$ cat config.mk
export PLATFORM = sky130hd
export DESIGN_NAME = irq_status_ctrl
export DESIGN_NICKNAME = d
export VERILOG_FILES = /design/src/rtl/irq_stat_pkg.sv /design/src/rtl/irq_evt_detect.sv /design/src/rtl/irq_status_bank.sv /design/src/rtl/irq_pin_ctrl.sv /design/src/rtl/irq_status_ctrl.sv
export SDC_FILE = /design/constraint.sdc
export NUM_CORES = 1
export LEC_CHECK = 0
export ABC_AREA = 0
export BUFFER_PORTS_ARGS = -buffer_cell sky130_fd_sc_hd__buf_4
export CAP_MARGIN = 10
export CORE_MARGIN = 4
export CORE_UTILIZATION = 35
export DETAILED_ROUTE_END_ITERATION = 10
export GPL_TIMING_DRIVEN = 1
export SETUP_SLACK_MARGIN = 0.2
export SLEW_MARGIN = 20
export SYNTH_ARGS = -nofsm -noshare
export SYNTH_HDL_FRONTEND = slang
export SYNTH_SLANG_ARGS = --single-unit
$ cat constraint.sdc
create_clock -name clk -period 3.63 [get_ports clk]
set_clock_uncertainty 0.1 [all_clocks]
set_input_delay 0.5445 -clock clk [delete_from_list [all_inputs] [get_ports clk]]
set_output_delay 0.5445 -clock clk [all_outputs]
set_load 0.02 [all_outputs]
$ cat src/rtl/irq_stat_pkg.sv
package irq_stat_pkg;

  localparam int STAT_W   = 32;
  localparam int ADDR_W   = 2;
  localparam int HOLD_W   = 8;
  localparam int NUM_SRC  = 7;
  localparam int TMR_W    = 16;
  localparam int LEN_W    = 14;
  localparam int LEN_MAX  = 2048;

  localparam int BIT_PME  = 0;
  localparam int BIT_TMR  = 1;
  localparam int BIT_DROP = 2;
  localparam int BIT_LONG = 3;
  localparam int BIT_SRC0 = 4;
  localparam int BIT_SW   = 31;

  localparam logic [STAT_W-1:0] STAT_IMPL = 32'h8000_07FF;

  localparam logic [ADDR_W-1:0] A_STAT = 2'd0;
  localparam logic [ADDR_W-1:0] A_MASK = 2'd1;
  localparam logic [ADDR_W-1:0] A_CFG  = 2'd2;

  localparam int CFG_PP      = 0;
  localparam int CFG_POL     = 1;
  localparam int CFG_SW      = 2;
  localparam int CFG_HOLD_LO = 8;

  typedef struct packed {
    logic [HOLD_W-1:0] hold;
    logic              sw_req;
    logic              pol_hi;
    logic              push_pull;
  } irq_cfg_t;

endpackage

$ cat src/rtl/irq_evt_detect.sv
module irq_evt_detect
  import irq_stat_pkg::*;
#(
  parameter int W       = STAT_W,
  parameter int N_SRC   = NUM_SRC,
  parameter int T_W     = TMR_W,
  parameter int L_W     = LEN_W,
  parameter int L_MAX   = LEN_MAX
) (
  input  logic             clk,
  input  logic             rst_n,
  input  logic             pme_evt,
  input  logic [N_SRC-1:0] src_evt,
  input  logic [T_W-1:0]   gpt_count,
  input  logic             drop_cnt_msb,
  input  logic [L_W-1:0]   rx_len,
  input  logic             rx_len_vld,
  input  logic             sw_req,
  output logic [W-1:0]     set_vec
);

  localparam logic [L_W-1:0] LEN_LIMIT = L_W'(L_MAX);

  logic [T_W-1:0] gpt_prev_q;
  logic           drop_prev_q;
  logic           sw_prev_q;
  logic           hist_vld_q;
  logic           tmr_wrap;
  logic           drop_half;
  logic           long_pkt;
  logic           sw_rise;
  logic [N_SRC-1:0] src_set;

  always_comb begin
    tmr_wrap  = hist_vld_q && (gpt_prev_q == '0) && (gpt_count == '1);
    drop_half = hist_vld_q && !drop_prev_q && drop_cnt_msb;
    long_pkt  = rx_len_vld && (rx_len > LEN_LIMIT);
    sw_rise   = sw_req && !sw_prev_q;
  end

  // history registers, updated every cycle
  always_ff @(posedge clk or negedge rst_n) begin
    if (!rst_n) begin
      gpt_prev_q  <= '0;
      drop_prev_q <= 1'b0;
      sw_prev_q   <= 1'b0;
      hist_vld_q  <= 1'b0;
    end else begin
      gpt_prev_q  <= gpt_count;
      drop_prev_q <= drop_cnt_msb;
      sw_prev_q   <= sw_req;
      hist_vld_q  <= 1'b1;
    end
  end

  genvar g;
  generate
    for (g = 0; g < N_SRC; g++) begin : g_src
      assign src_set[g] = src_evt[g];
    end
  endgenerate

  always_comb begin
    set_vec = '0;
    set_vec[BIT_PME]  = pme_evt;
    set_vec[BIT_TMR]  = tmr_wrap;
    set_vec[BIT_DROP] = drop_half;
    set_vec[BIT_LONG] = long_pkt;
    set_vec[BIT_SRC0 +: N_SRC] = src_set;
    set_vec[BIT_SW]   = sw_rise;
  end

endmodule

$ cat src/rtl/irq_status_bank.sv
module irq_status_bank
  import irq_stat_pkg::*;
#(
  parameter int            W    = STAT_W,
  parameter logic [W-1:0]  IMPL = STAT_IMPL
) (
  input  logic         clk,
  input  logic         rst_n,
  input  logic [W-1:0] set_vec,
  input  logic         clr_en,
  input  logic [W-1:0] clr_bits,
  output logic [W-1:0] status_q
);

  logic [W-1:0] stat_nxt;
  logic [W-1:0] clr_eff;
  logic         stat_en;

  always_comb begin
    clr_eff  = clr_en ? clr_bits : '0;
    stat_en  = clr_en || (|set_vec);
    stat_nxt = (set_vec | (status_q & ~clr_eff)) & IMPL;
  end

  always_ff @(posedge clk or negedge rst_n) begin
    if (!rst_n)       status_q <= '0;
    else if (stat_en) status_q <= stat_nxt;
  end


  w1c_clear_chk: assert property (@(posedge clk) disable iff (!rst_n)
    clr_en |=> ((status_q & $past(clr_bits) & ~$past(set_vec)) == '0));


  evt_wins_chk: assert property (@(posedge clk) disable iff (!rst_n)
    (|(set_vec & IMPL)) |=> ((status_q & $past(set_vec & IMPL)) == $past(set_vec & IMPL)));

endmodule

$ cat src/rtl/irq_pin_ctrl.sv
module irq_pin_ctrl
  import irq_stat_pkg::*;
#(
  parameter int W     = STAT_W,
  parameter int H_W   = HOLD_W,
  parameter int P_BIT = BIT_PME
) (
  input  logic         clk,
  input  logic         rst_n,
  input  logic [W-1:0] pend_vec,
  input  irq_cfg_t     cfg,
  output logic         irq_o,
  output logic         irq_oe
);

  localparam logic [W-1:0] PME_ONLY = W'(1) << P_BIT;

  logic           pme_pend;
  logic           oth_pend;
  logic           act_q;
  logic           act_nxt;
  logic [H_W-1:0] hold_q;
  logic [H_W-1:0] hold_nxt;
  logic           hold_idle;

  always_comb begin
    pme_pend  = pend_vec[P_BIT];
    oth_pend  = |(pend_vec & ~PME_ONLY);
    hold_idle = (hold_q == '0);
    act_nxt   = pme_pend || (oth_pend && hold_idle);
    if (act_q && !act_nxt)  hold_nxt = cfg.hold;
    else if (!hold_idle)    hold_nxt = hold_q - 1'b1;
    else                    hold_nxt = hold_q;
  end

  always_ff @(posedge clk or negedge rst_n) begin
    if (!rst_n) begin
      act_q  <= 1'b0;
      hold_q <= '0;
    end else begin
      act_q  <= act_nxt;
      hold_q <= hold_nxt;
    end
  end

  always_comb begin
    if (cfg.push_pull) begin
      irq_oe = 1'b1;
      irq_o  = cfg.pol_hi ? act_q : !act_q;
    end else begin
      irq_oe = act_q;
      irq_o  = 1'b0;
    end
  end


  no_cause_chk: assert property (@(posedge clk) disable iff (!rst_n)
    (pend_vec == '0) |=> !act_q);


  pme_exempt_chk: assert property (@(posedge clk) disable iff (!rst_n)
    pme_pend |=> act_q);


  holdoff_chk: assert property (@(posedge clk) disable iff (!rst_n)
    (!hold_idle && !pme_pend) |=> !act_q);

endmodule

$ cat src/rtl/irq_status_ctrl.sv
module irq_status_ctrl
  import irq_stat_pkg::*;
(
  input  logic                clk,
  input  logic                rst_n,
  input  logic                reg_wr,
  input  logic [ADDR_W-1:0]   reg_addr,
  input  logic [STAT_W-1:0]   reg_wdata,
  output logic [STAT_W-1:0]   reg_rdata,
  input  logic                pme_evt,
  input  logic [NUM_SRC-1:0]  src_evt,
  input  logic [TMR_W-1:0]    gpt_count,
  input  logic                drop_cnt_msb,
  input  logic [LEN_W-1:0]    rx_len,
  input  logic                rx_len_vld,
  output logic                irq_o,
  output logic                irq_oe
);

  logic [STAT_W-1:0] set_vec;
  logic [STAT_W-1:0] status_q;
  logic [STAT_W-1:0] mask_q;
  logic [STAT_W-1:0] mask_nxt;
  logic              mask_en;
  irq_cfg_t          cfg_q;
  irq_cfg_t          cfg_nxt;
  logic              cfg_en;
  logic              stat_wr;

  // write decode
  always_comb begin
    stat_wr  = reg_wr && (reg_addr == A_STAT);
    mask_en  = reg_wr && (reg_addr == A_MASK);
    cfg_en   = reg_wr && (reg_addr == A_CFG);
    mask_nxt = reg_wdata & STAT_IMPL;
    cfg_nxt  = '{hold:      reg_wdata[CFG_HOLD_LO +: HOLD_W],
                 sw_req:    reg_wdata[CFG_SW],
                 pol_hi:    reg_wdata[CFG_POL],
                 push_pull: reg_wdata[CFG_PP]};
  end

  always_ff @(posedge clk or negedge rst_n) begin
    if (!rst_n) begin
      mask_q <= '0;
      cfg_q  <= '0;
    end else begin
      if (mask_en) mask_q <= mask_nxt;
      if (cfg_en)  cfg_q  <= cfg_nxt;
    end
  end

  // read mux
  always_comb begin
    reg_rdata = '0;
    case (reg_addr)
      A_STAT: reg_rdata = status_q;
      A_MASK: reg_rdata = mask_q;
      A_CFG: begin
        reg_rdata[CFG_PP]                 = cfg_q.push_pull;
        reg_rdata[CFG_POL]                = cfg_q.pol_hi;
        reg_rdata[CFG_SW]                 = cfg_q.sw_req;
        reg_rdata[CFG_HOLD_LO +: HOLD_W]  = cfg_q.hold;
      end
      default: reg_rdata = '0;
    endcase
  end

  irq_evt_detect #(
    .W(STAT_W), .N_SRC(NUM_SRC), .T_W(TMR_W), .L_W(LEN_W), .L_MAX(LEN_MAX)
  ) u_detect (
    .clk          (clk),
    .rst_n        (rst_n),
    .pme_evt      (pme_evt),
    .src_evt      (src_evt),
    .gpt_count    (gpt_count),
    .drop_cnt_msb (drop_cnt_msb),
    .rx_len       (rx_len),
    .rx_len_vld   (rx_len_vld),
    .sw_req       (cfg_q.sw_req),
    .set_vec      (set_vec)
  );

  irq_status_bank #(
    .W(STAT_W), .IMPL(STAT_IMPL)
  ) u_bank (
    .clk      (clk),
    .rst_n    (rst_n),
    .set_vec  (set_vec),
    .clr_en   (stat_wr),
    .clr_bits (reg_wdata),
    .status_q (status_q)
  );

  irq_pin_ctrl #(
    .W(STAT_W), .H_W(HOLD_W), .P_BIT(BIT_PME)
  ) u_pin (
    .clk      (clk),
    .rst_n    (rst_n),
    .pend_vec (status_q & mask_q),
    .cfg      (cfg_q),
    .irq_o    (irq_o),
    .irq_oe   (irq_oe)
  );


  mask_rsvd_chk: assert property (@(posedge clk) disable iff (!rst_n)
    mask_en |=> ((mask_q & ~STAT_IMPL) == '0));

endmodule

==> results of run 1 <==
## final timing paths
path | slack (ns) | endpoint | start
worst max register to register | 1.48 | u_pin.hold_q[6]$_DFFE_PN0P_ | u_pin.hold_q[0]$_DFFE_PN0P_
worst max-delay path | 1.46 | reg_rdata[8] | reg_addr[1]
worst min register to register | 0.32 | u_detect.sw_prev_q$_DFF_PN0_ | cfg_q[2]$_DFFE_PN0P_
worst min-delay path | 0.20 | u_detect.hist_vld_q$_DFF_PN0_ | rst_n
max in group asynchronous | 2.70 | cfg_q[6]$_DFFE_PN0P_ | rst_n
min in group clk | 0.22 | u_detect.drop_prev_q$_DFF_PN0_ | drop_cnt_msb
## state kept, by name, indices dropped and copies added, names as in the netlist
| register | cells |
|---|---|
| u_detect.gpt_prev_q | 16 |
| u_pin.act_q | 1 |
| mask_q | 12 |
| u_detect.sw_prev_q | 1 |
| u_detect.hist_vld_q | 1 |
| cfg_q | 11 |
| u_detect.drop_prev_q | 1 |
| u_pin.hold_q | 8 |
| u_bank.status_q | 12 |
## worst max-delay path, stage by stage
cell	delay (ns)
buf_4	0.19
and2b_1	0.38
nand2_1	0.08
o21ai_0	0.13
buf_4	0.20
## power by group
part | leakage (nW) | switching, mW | internal (mW)
Sequential | 0.718 | 0.118 | 0.820
Combinational | 0.945 | 0.237 | 0.291
Clock | 0.100 | 0.256 | 0.333
Total | 1.76 | 0.610 | 1.44
## through the flow
stage	utilization (%)	total power [mW]
after detailed placement	44.0	1.49
after CTS	46.3	2.08
after floorplan	-	1.31
after global routing	46.3	2.19
after global placement	44.0	1.48
final	46.3	2.05
## kinds of logic after synthesis
group,count (synthesis),synth area share (%)
simple gates,76,14.1
xor+xnor,4,1.18
compound gates,37,9.82
mux,40,15.0
flops,63,53.1
buf+inv,28,5.69
other cells,2,0.253
fa+ha+maj,2,0.843
## synthesized netlist by cell type, drive strengths merged
library cell / number / share of area (%)
clkbuf: 1 / 0.13
o22ai: 3 / 0.63
nand4: 4 / 0.84
nand3b: 1 / 0.67
a211oi: 1 / 0.25
a21oi: 1 / 0.17
a21o: 9 / 2.3
or2: 1 / 0.21
or4: 1 / 0.25
a21boi: 1 / 0.63
ha: 2 / 0.84
mux2: 28 / 11
a211o: 1 / 0.30
xnor2: 4 / 1.2
or3b: 1 / 0.30
o21ai: 10 / 1.7
nor2b: 2 / 0.42
a22oi: 4 / 1.0
o21bai: 1 / 0.25
nand3: 4 / 0.84
nand2: 29 / 3.7
nand4b: 2 / 0.59
and2: 6 / 1.3
nor2: 12 / 1.5
and2b: 1 / 0.25
nor3b: 2 / 0.51
dfrtp: 63 / 53
conb: 2 / 0.25
nor4b: 1 / 0.51
o221a: 2 / 0.76
nor3: 4 / 0.67
inv: 6 / 0.76
mux2i: 12 / 4.0
buf: 21 / 4.8
a222oi: 1 / 0.34
nor4: 5 / 1.6
a22o: 1 / 0.30
a2bb2oi: 2 / 1.2
## area by class of cell
class                   instances  area share (%)
well taps                     105            3.45
clock buffers                  12            3.81
repair buffers                 81            16.0
flip-flops and latches         63            41.4
multi-input cells             175            33.5
clock inverters                 4            1.18
inverters                       6           0.592
## per-layer routing
metal | part of all wire (%) | routed length (µm) | global-route usage [%] | up-vias
met4 | 0.81 | 53 | 5.08 | 0
met2 | 51 | 3350 | 23.5 | 57
met3 | 6.8 | 447 | 4.86 | 6
li1 | - | - | - | 1026
met1 | 41 | 2700 | 16.4 | 1024
met5 | 0 | 0 | 0 | -
==> impl_metrics.py, run 1 <==
metrics = {
    "status": {
        "status": "finished, final reports clean",
    },
    "grt": {
        "grt_usage_pct": 13.9,
        "grt_max_degree": 64,
        "grt_pass1_wl_um": 10800,
        "grt-ovfl-total": 0,
        "grt_pass1_vias": 2246,
        "antenna_found_initial": 0,
    },
    "placement": {
        "dp.cells": 430,
        "gp_congestion": 0.753,
        "post-place-ws_ns": 1.33,
        "hpwl_um": 4960,
        "io_buffers": 80,
        "dpl_cell_area_um2": 3610,
    },
    "yosys": {
        "synthCells": 252,
        "ys_warn_count": 0,
        "ys_ff_latch": 63,
        "synth_area_per_cell_um2": 11.8,
        "yosysUniqueCellTypes": 46,
        "ys_seq_area_share_pct": 53.1,
        "syn_area_um2": 2970,
    },
    "finish": {
        "finalInstanceArea_um2": 3800,
        "area.sequential_um2": 1580,
        "n_antenna_cell": 0,
        "layout.nets": 415,
        "multi_input_area_um2": 1280,
        "drive_above_1_share_pct": 38.4,
        "syn2layout_area_growth_pct": 28.2,
        "final_cell_mix": "buf_4, dfrtp_1, nand2_1",
        "fin_cells": 446,
        "num-fill-cells": 790,
        "mostFrequentLayoutCell": "buf_4",
    },
    "floorplanning": {
        "rows": 33,
        "die_x_um": 100,
        "pin_count": 111,
        "die_y_um": 100,
        "dieArea_um2": 10000,
        "start_util_pct": 36.1,
        "core_um2": 8220,
    },
    "timing": {
        "period_needed_ns": 2.17,
        "post-route-period-util_pct": 59.9,
        "worst_slew_pin_slew_ns": 0.808,
        "rsz0062_at_grt": "false",
        "fin_ws_ns": 1.46,
        "slew_headroom_pct": 46.1,
        "tns_ns": 0,
        "timing.hold.ws_ns": 0.201,
        "hold_violations": 0,
        "max_freq_mhz": 460,
        "setup_viol": 0,
        "slew_viol_final": 0,
    },
    "clock_network": {
        "clock_latency_ns": 0.33,
        "cts_buffers": 9,
        "cts_setup_buffers": 0,
        "clk_path_buf_depth": 2,
        "cts.sinks": 63,
        "cts_tree": "yes",
        "cts_hold_buf": 0,
        "clockRootBuffer": "clkbuf_8",
        "htree_levels": 3,
        "post_cts_resize_count": 0,
        "clkTransAtPathRegs_ns": 0.07,
    },
    "critical_path": {
        "critPathLaunchType": "input port",
        "r2r.worst_path.cells": 6,
        "criticalPathCategory": "input port to output port",
        "cp_max_fo": 15,
        "cp.arrival_ns": 1.53,
        "crit_required_ns": 2.99,
        "worstSetupEndpointType": "output port",
    },
    "detailed_routing": {
        "vias": 2113,
        "drtIter0Drc": 73,
        "postRouteWirelength_um": 6560,
        "drtAntennaViolNets": 0,
        "viasPerCell": 4.74,
        "drc": 0,
        "firstDrtPassIters": 4,
        "wire_per_inst_um": 14.7,
    },
    "power": {
        "max-vdd-ir-drop_v": 0.000287,
        "p_leak_nw": 1.76,
        "pwr_density_cell_nw_per_um2": 540,
    },
    "flow_run": {
        "drv_cap": 0,
    },
    "worst_hold_path": {
        "min_path_type": "input port to async pin",
    },
}
(Power assumes the default switching activity.)
==> run 2, diff against run 1 <==
Clock period 3.63 ns to 2.3 ns, I/O delays scaled along.
==> run 2 against run 1 <==
Compared with the run above:
- critical endpoint is now u_pin.hold_q[6]$_DFFE_PN0P_
- sequential share of layout area shrank 1.2 points
- worst hold slack worse by 0.20 ns
- register-to-register slack got worse by 1.2 ns
- combinational power up 72%
- via count up 4.4%
==> impl_metrics.py, run 2 (synthesis gave the netlist of run 1 again) <==
metrics = {
    "status": {
        "status": "finished, final reports clean",
    },
    "critical_path": {
        "crit_path_start": "u_pin.hold_q[0]$_DFFE_PN0P_",
        "cp.arrival_ns": 2.14,
        "r2r_start": "u_pin.hold_q[0]$_DFFE_PN0P_",
        "r2r.worst_path.cells": 6,
        "r2r_slack_ns": 0.29,
        "cpPeakStageDelay_ns": 0.41,
        "cp_max_fo": 4,
        "crit_chain": "inv_2 > ha_2 > or3b_4 > nor3_2 > mux2_2 > mux2_4",
        "worstSetupEndpointType": "flop",
        "worstReg2RegEnd": "u_pin.hold_q[6]$_DFFE_PN0P_",
        "critPathLaunchType": "flop",
        "criticalPathCategory": "flop to flop",
        "crit_required_ns": 2.43,
        "critPathSlowestCell": "dfrtp_1",
    },
    "finish": {
        "final_cell_mix": "buf_4, dfrtp_1, nand2_1",
        "layout.nets": 428,
        "finalInstanceArea_um2": 3920,
        "drive_above_1_share_pct": 41.6,
        "reg_top3": "u_detect.gpt_prev_q (16), mask_q (12), u_bank.status_q (12)",
        "fin_cells": 458,
        "largest_reg_flops": 16,
        "syn2layout_area_growth_pct": 31.9,
        "n_antenna_cell": 0,
        "top_register": "u_detect.gpt_prev_q",
        "mostFrequentLayoutCell": "buf_4",
    },
    "grt": {
        "grt_pass1_vias": 2227,
        "grt-ovfl-total": 0,
        "antenna_found_initial": 0,
        "grt_max_degree": 64,
        "grt_usage_pct": 14.1,
        "grt_pass1_wl_um": 10900,
    },
    "timing": {
        "hold_violations": 0,
        "slew_viol_final": 0,
        "fin_ws_ns": 0.294,
        "worst_slew_pin_slew_ns": 0.801,
        "max_freq_mhz": 499,
        "slew_headroom_pct": 46.6,
        "rsz0062_at_grt": "false",
        "setup_viol": 0,
        "tns_ns": 0,
        "period_needed_ns": 2.01,
        "post-route-period-util_pct": 87.2,
    },
    "power": {
        "p_leak_nw": 1.82,
        "max-vdd-ir-drop_v": 0.000431,
        "p_sw_mw": 1.00,
        "clkPwrFrac_pct": 27.0,
        "power_frac_comb_pct": 27.7,
        "intPower_mw": 2.27,
        "pwr-share-seq_pct": 45.3,
        "swShare_pct": 30.6,
        "pwr_density_cell_nw_per_um2": 837,
        "power.total_mw": 3.28,
    },
    "floorplanning": {
        "pin_count": 111,
        "rows": 33,
        "die_x_um": 100,
        "start_util_pct": 36.1,
        "dieArea_um2": 10000,
        "die_y_um": 100,
        "core_um2": 8220,
    },
    "detailed_routing": {
        "m1WireLength_um": 2780,
        "postRouteWirelength_um": 6740,
        "wire_per_inst_um": 14.7,
        "drc": 0,
        "wl_met3_um": 456,
        "drtIter0Drc": 74,
        "vias": 2205,
        "firstDrtPassIters": 4,
        "wl_met2_um": 3360,
        "top_layer_used": "met4",
        "drtAntennaViolNets": 0,
        "viasPerCell": 4.81,
    },
    "placement": {
        "hpwl_um": 5100,
        "post-place-ws_ns": 0.179,
        "dpl_cell_area_um2": 3670,
        "io_buffers": 80,
        "dp.cells": 437,
        "gp_congestion": 0.750,
    },
    "clock_network": {
        "clock_latency_ns": 0.34,
        "cts_buffers": 9,
        "clockRootBuffer": "clkbuf_8",
        "cts.sinks": 63,
        "cts_tree": "yes",
        "htree_levels": 3,
        "clk_path_buf_depth": 2,
        "clkTransAtPathRegs_ns": 0.07,
    },
    "worst_hold_path": {
        "min_path_type": "input port to async pin",
    },
    "flow_run": {
        "drv_cap": 0,
    },
}
==> run 2: cell count changes in the layout (fill, tap and decap cells not counted), moves of 2 or more <==
cell / previous run / this run
buf_4: 81 / 91
dlygate4sd3_1: 0 / 3
clkbuf_1: 2 / 0
clkbuf_8: 10 / 12
==> run 2: layout make-up <==
type                       instances  area [µm²]
multi-input combinational        175        1290
clock inverter                     3        17.5
clock buffer                      12         165
sequential                        63        1580
inverter                           6        22.5
timing repair buffer              94         713
tap                              105         131
fill                             764        4300
==> run 2: how the worst max path moves through the flow <==
stage / end / depth (start not counted)
6_report: u_pin.hold_q[6]$_DFFE_PN0P_ / 6
4_1_cts: u_pin.hold_q[6]$_DFFE_PN0P_ / 6
3_3_place_gp: u_pin.hold_q[6]$_DFFE_PN0P_ / 6
2_1_floorplan: u_pin.hold_q[6]$_DFFE_PN0P_ / 6
5_1_grt: u_pin.hold_q[6]$_DFFE_PN0P_ / 6
3_5_place_dp: u_pin.hold_q[6]$_DFFE_PN0P_ / 6
==> run 2: worst max-delay path, delay by kind of cell (launching register included) <==
family,cells,cell delay (ns)
and+or+nand+nor,2,0.50
DFF,1,0.41
buffers and inverters,1,0.10
muxes,2,0.59
adders and majority gates,1,0.18
==> run 2: stage by stage <==
| step | hold slack (ns) | utilization [%] |
|---|---|---|
| after floorplan | -0.0506 | - |
| after global placement | 0.302 | 44.6 |
| after detailed placement | 0.306 | 44.6 |
| after CTS | 0.0101 | 46.9 |
| after global routing | 0.00105 | 47.6 |
| final | 0.00225 | 47.6 |
==> run 2: routing by layer <==
metal / global-route usage, % / up-vias
li1: - / 1056
met1: 16.9 / 1080
met2: 23.3 / 58
met3: 5.00 / 11
met4: 5.70 / 0
met5: 0 / -
==> run 2: repair_timing <==
action | in CTS | in global routing
setup endpoints to repair | 1 | 3
hold buffers | 0 | 3
pin swaps | 0 | 1
buffers inserted | 0 | 3
endpoints found under the hold margin | 0 | 3
gates resized for setup | 1 | 4
==> run 2: power by group through the flow <==
stage,clock network (mW),logic (mW),registers (mW)
floorplan,0,0.613,1.45
global placement,0,0.837,1.50
detailed placement,0,0.854,1.50
CTS,0.899,0.860,1.48
global route,0.962,0.998,1.51
finish,0.885,0.907,1.48
==> run 3, diff against run 2 <==
Settings changed: PLACE_DENSITY set to 0.57, TNS_END_PERCENT set to 10.
==> run 3 against run 2 <==
Compared with the run above:
- the flow now finishes with violations (hold timing)
- critical path depth stayed put
- global-route usage grew 0.37 points
- first-iteration DRC count is 6.8% higher
- wire length up 1.5%
- core utilization up 1.4 points
- non-clock buffer count up 11
- sequential cell count unchanged
- total power down 0.60%
- largest power group unchanged
- sequential share of layout area is 1.1 points lower
- die area unchanged
- largest cell class unchanged
==> impl_metrics.py, run 3 (synthesis gave the netlist of run 1 again) <==
metrics = {
    "placement": {
        "io_buffers": 80,
        "gp_congestion": 0.706,
        "dpl_cell_area_um2": 3670,
        "hpwl_um": 5150,
    },
    "worst_hold_path": {
        "min_path_type": "input port to async pin",
    },
    "critical_path": {
        "crit_required_ns": 2.43,
        "critPathLaunchType": "flop",
        "cp_top_family": "multiplexers",
        "crit_buf_inv": 1,
        "cp_max_fo": 4,
        "critical_path_depth": 6,
        "cp.arrival_ns": 2.15,
        "critPathSlowestCell": "dfrtp_1",
        "r2r.worst_path.cells": 6,
        "crit_chain": "inv_1 > ha_1 > or3b_4 > nor3_2 > mux2_2 > mux2_4",
        "cpPeakStageDelay_ns": 0.43,
        "criticalPathCategory": "flop to flop",
        "worstSetupEndpointType": "flop",
    },
    "power": {
        "p_leak_nw": 1.85,
        "power.total_mw": 3.26,
        "max-vdd-ir-drop_v": 0.000400,
        "pwr_density_cell_nw_per_um2": 808,
    },
    "floorplanning": {
        "die_x_um": 100,
        "pin_count": 111,
        "die_y_um": 100,
        "dieArea_um2": 10000,
        "start_util_pct": 36.1,
        "rows": 33,
        "core_um2": 8220,
    },
    "status": {
        "failed_checks": "hold timing",
        "status": "finished with violations",
    },
    "clock_network": {
        "clock_latency_ns": 0.34,
        "clkTransAtPathRegs_ns": 0.08,
        "htree_levels": 3,
        "clockRootBuffer": "clkbuf_8",
        "clk_path_buf_depth": 2,
        "cts_buffers": 9,
        "cts.sinks": 63,
        "cts_tree": "yes",
    },
    "finish": {
        "layout.nets": 439,
        "final_util_pct": 49.0,
        "drive_above_1_share_pct": 39.7,
        "top_register": "u_detect.gpt_prev_q",
        "largest_reg_flops": 16,
        "final_cell_mix": "buf_4, dfrtp_1, nand2_1",
        "syn2layout_area_growth_pct": 35.7,
        "mostFrequentLayoutCell": "buf_4",
        "n_antenna_cell": 0,
        "finalInstanceArea_um2": 4030,
        "reg_top3": "u_detect.gpt_prev_q (16), mask_q (12), u_bank.status_q (12)",
    },
    "grt": {
        "grt_usage_pct": 14.5,
        "grt_pass1_wl_um": 11300,
        "grt-ovfl-total": 0,
        "antenna_found_initial": 0,
        "grt_pass1_vias": 2320,
        "grt_max_degree": 64,
    },
    "timing": {
        "slew_headroom_pct": 47.6,
        "timing.hold.ws_ns": -0.0141,
        "hold_violations": 23,
        "period_needed_ns": 2.02,
        "tns_ns": 0,
        "setup_viol": 0,
        "max_freq_mhz": 494,
        "rsz0062_at_grt": "false",
        "worst_slew_pin_slew_ns": 0.786,
        "slew_viol_final": 0,
        "post-route-period-util_pct": 87.9,
    },
    "detailed_routing": {
        "postRouteWirelength_um": 6840,
        "wire_per_inst_um": 14.6,
        "drtIter0Drc": 79,
        "drc": 0,
        "viasPerCell": 4.65,
        "firstDrtPassIters": 4,
        "drtAntennaViolNets": 0,
        "vias": 2186,
    },
    "flow_run": {
        "drv_cap": 0,
    },
}
[run 3: changes by cell type in the layout (fill, tap and decap cells not counted), sizes merged]
cell         before  now
clkbuf           12   10
clkinvlp          1    3
inv               6    7
dlygate4sd3       3   16
buf              91   89
[run 3: timing repair]
action	4_1_cts	5_1_grt
endpoints found under the setup margin	1	3
buffers inserted	0	1
hold endpoints to repair	8	8
pin swaps	0	0
hold buffers	8	8
gates resized for setup	1	3
[run 3: power breakdown]
| group | total [mW] | switching, mW | leakage [nW] | internal, mW |
|---|---|---|---|---|
| logic | 0.889 | 0.388 | 1.05 | 0.502 |
| registers | 1.49 | 0.196 | 0.718 | 1.29 |
| clock network | 0.878 | 0.455 | 0.0849 | 0.423 |
| total | 3.26 | 1.04 | 1.85 | 2.22 |
[run 3: layout make-up]
type,instances,area (µm²)
clock buffers,10,138
well taps,105,131
repair buffers,105,828
fillers,740,4190
clock inverters,6,45.0
multi-input cells,175,1290
flip-flops and latches,63,1580
inverters,6,22.5
[run 3: final timing paths]
path,from,end,slack [ns]
worst max-delay path,u_pin.hold_q[1]$_DFFE_PN0P_,u_pin.hold_q[6]$_DFFE_PN0P_,0.28
worst min-delay path,rst_n,u_detect.drop_prev_q$_DFF_PN0_,-0.01
worst max register to register,u_pin.hold_q[1]$_DFFE_PN0P_,u_pin.hold_q[6]$_DFFE_PN0P_,0.28
worst min register to register,u_detect.drop_prev_q$_DFF_PN0_,u_bank.status_q[2]$_DFFE_PN0P_,0.33
max in group asynchronous,rst_n,cfg_q[6]$_DFFE_PN0P_,1.60
min in group clk,gpt_count[14],u_detect.gpt_prev_q[14]$_DFF_PN0_,0.02
[run 3: metal layers]
metal | global-route usage (%) | share of wire, %
met4 | 3.42 | 1.1
met1 | 17.3 | 42
met3 | 6.18 | 6.6
met5 | 0 | 0
met2 | 24.4 | 51
[run 3: metrics by stage]
step	instances	setup WS, ns
after floorplan	266	0.293
after global placement	437	0.206
after detailed placement	437	0.188
after CTS	461	0.223
after global routing	470	0.208
final	470	0.278
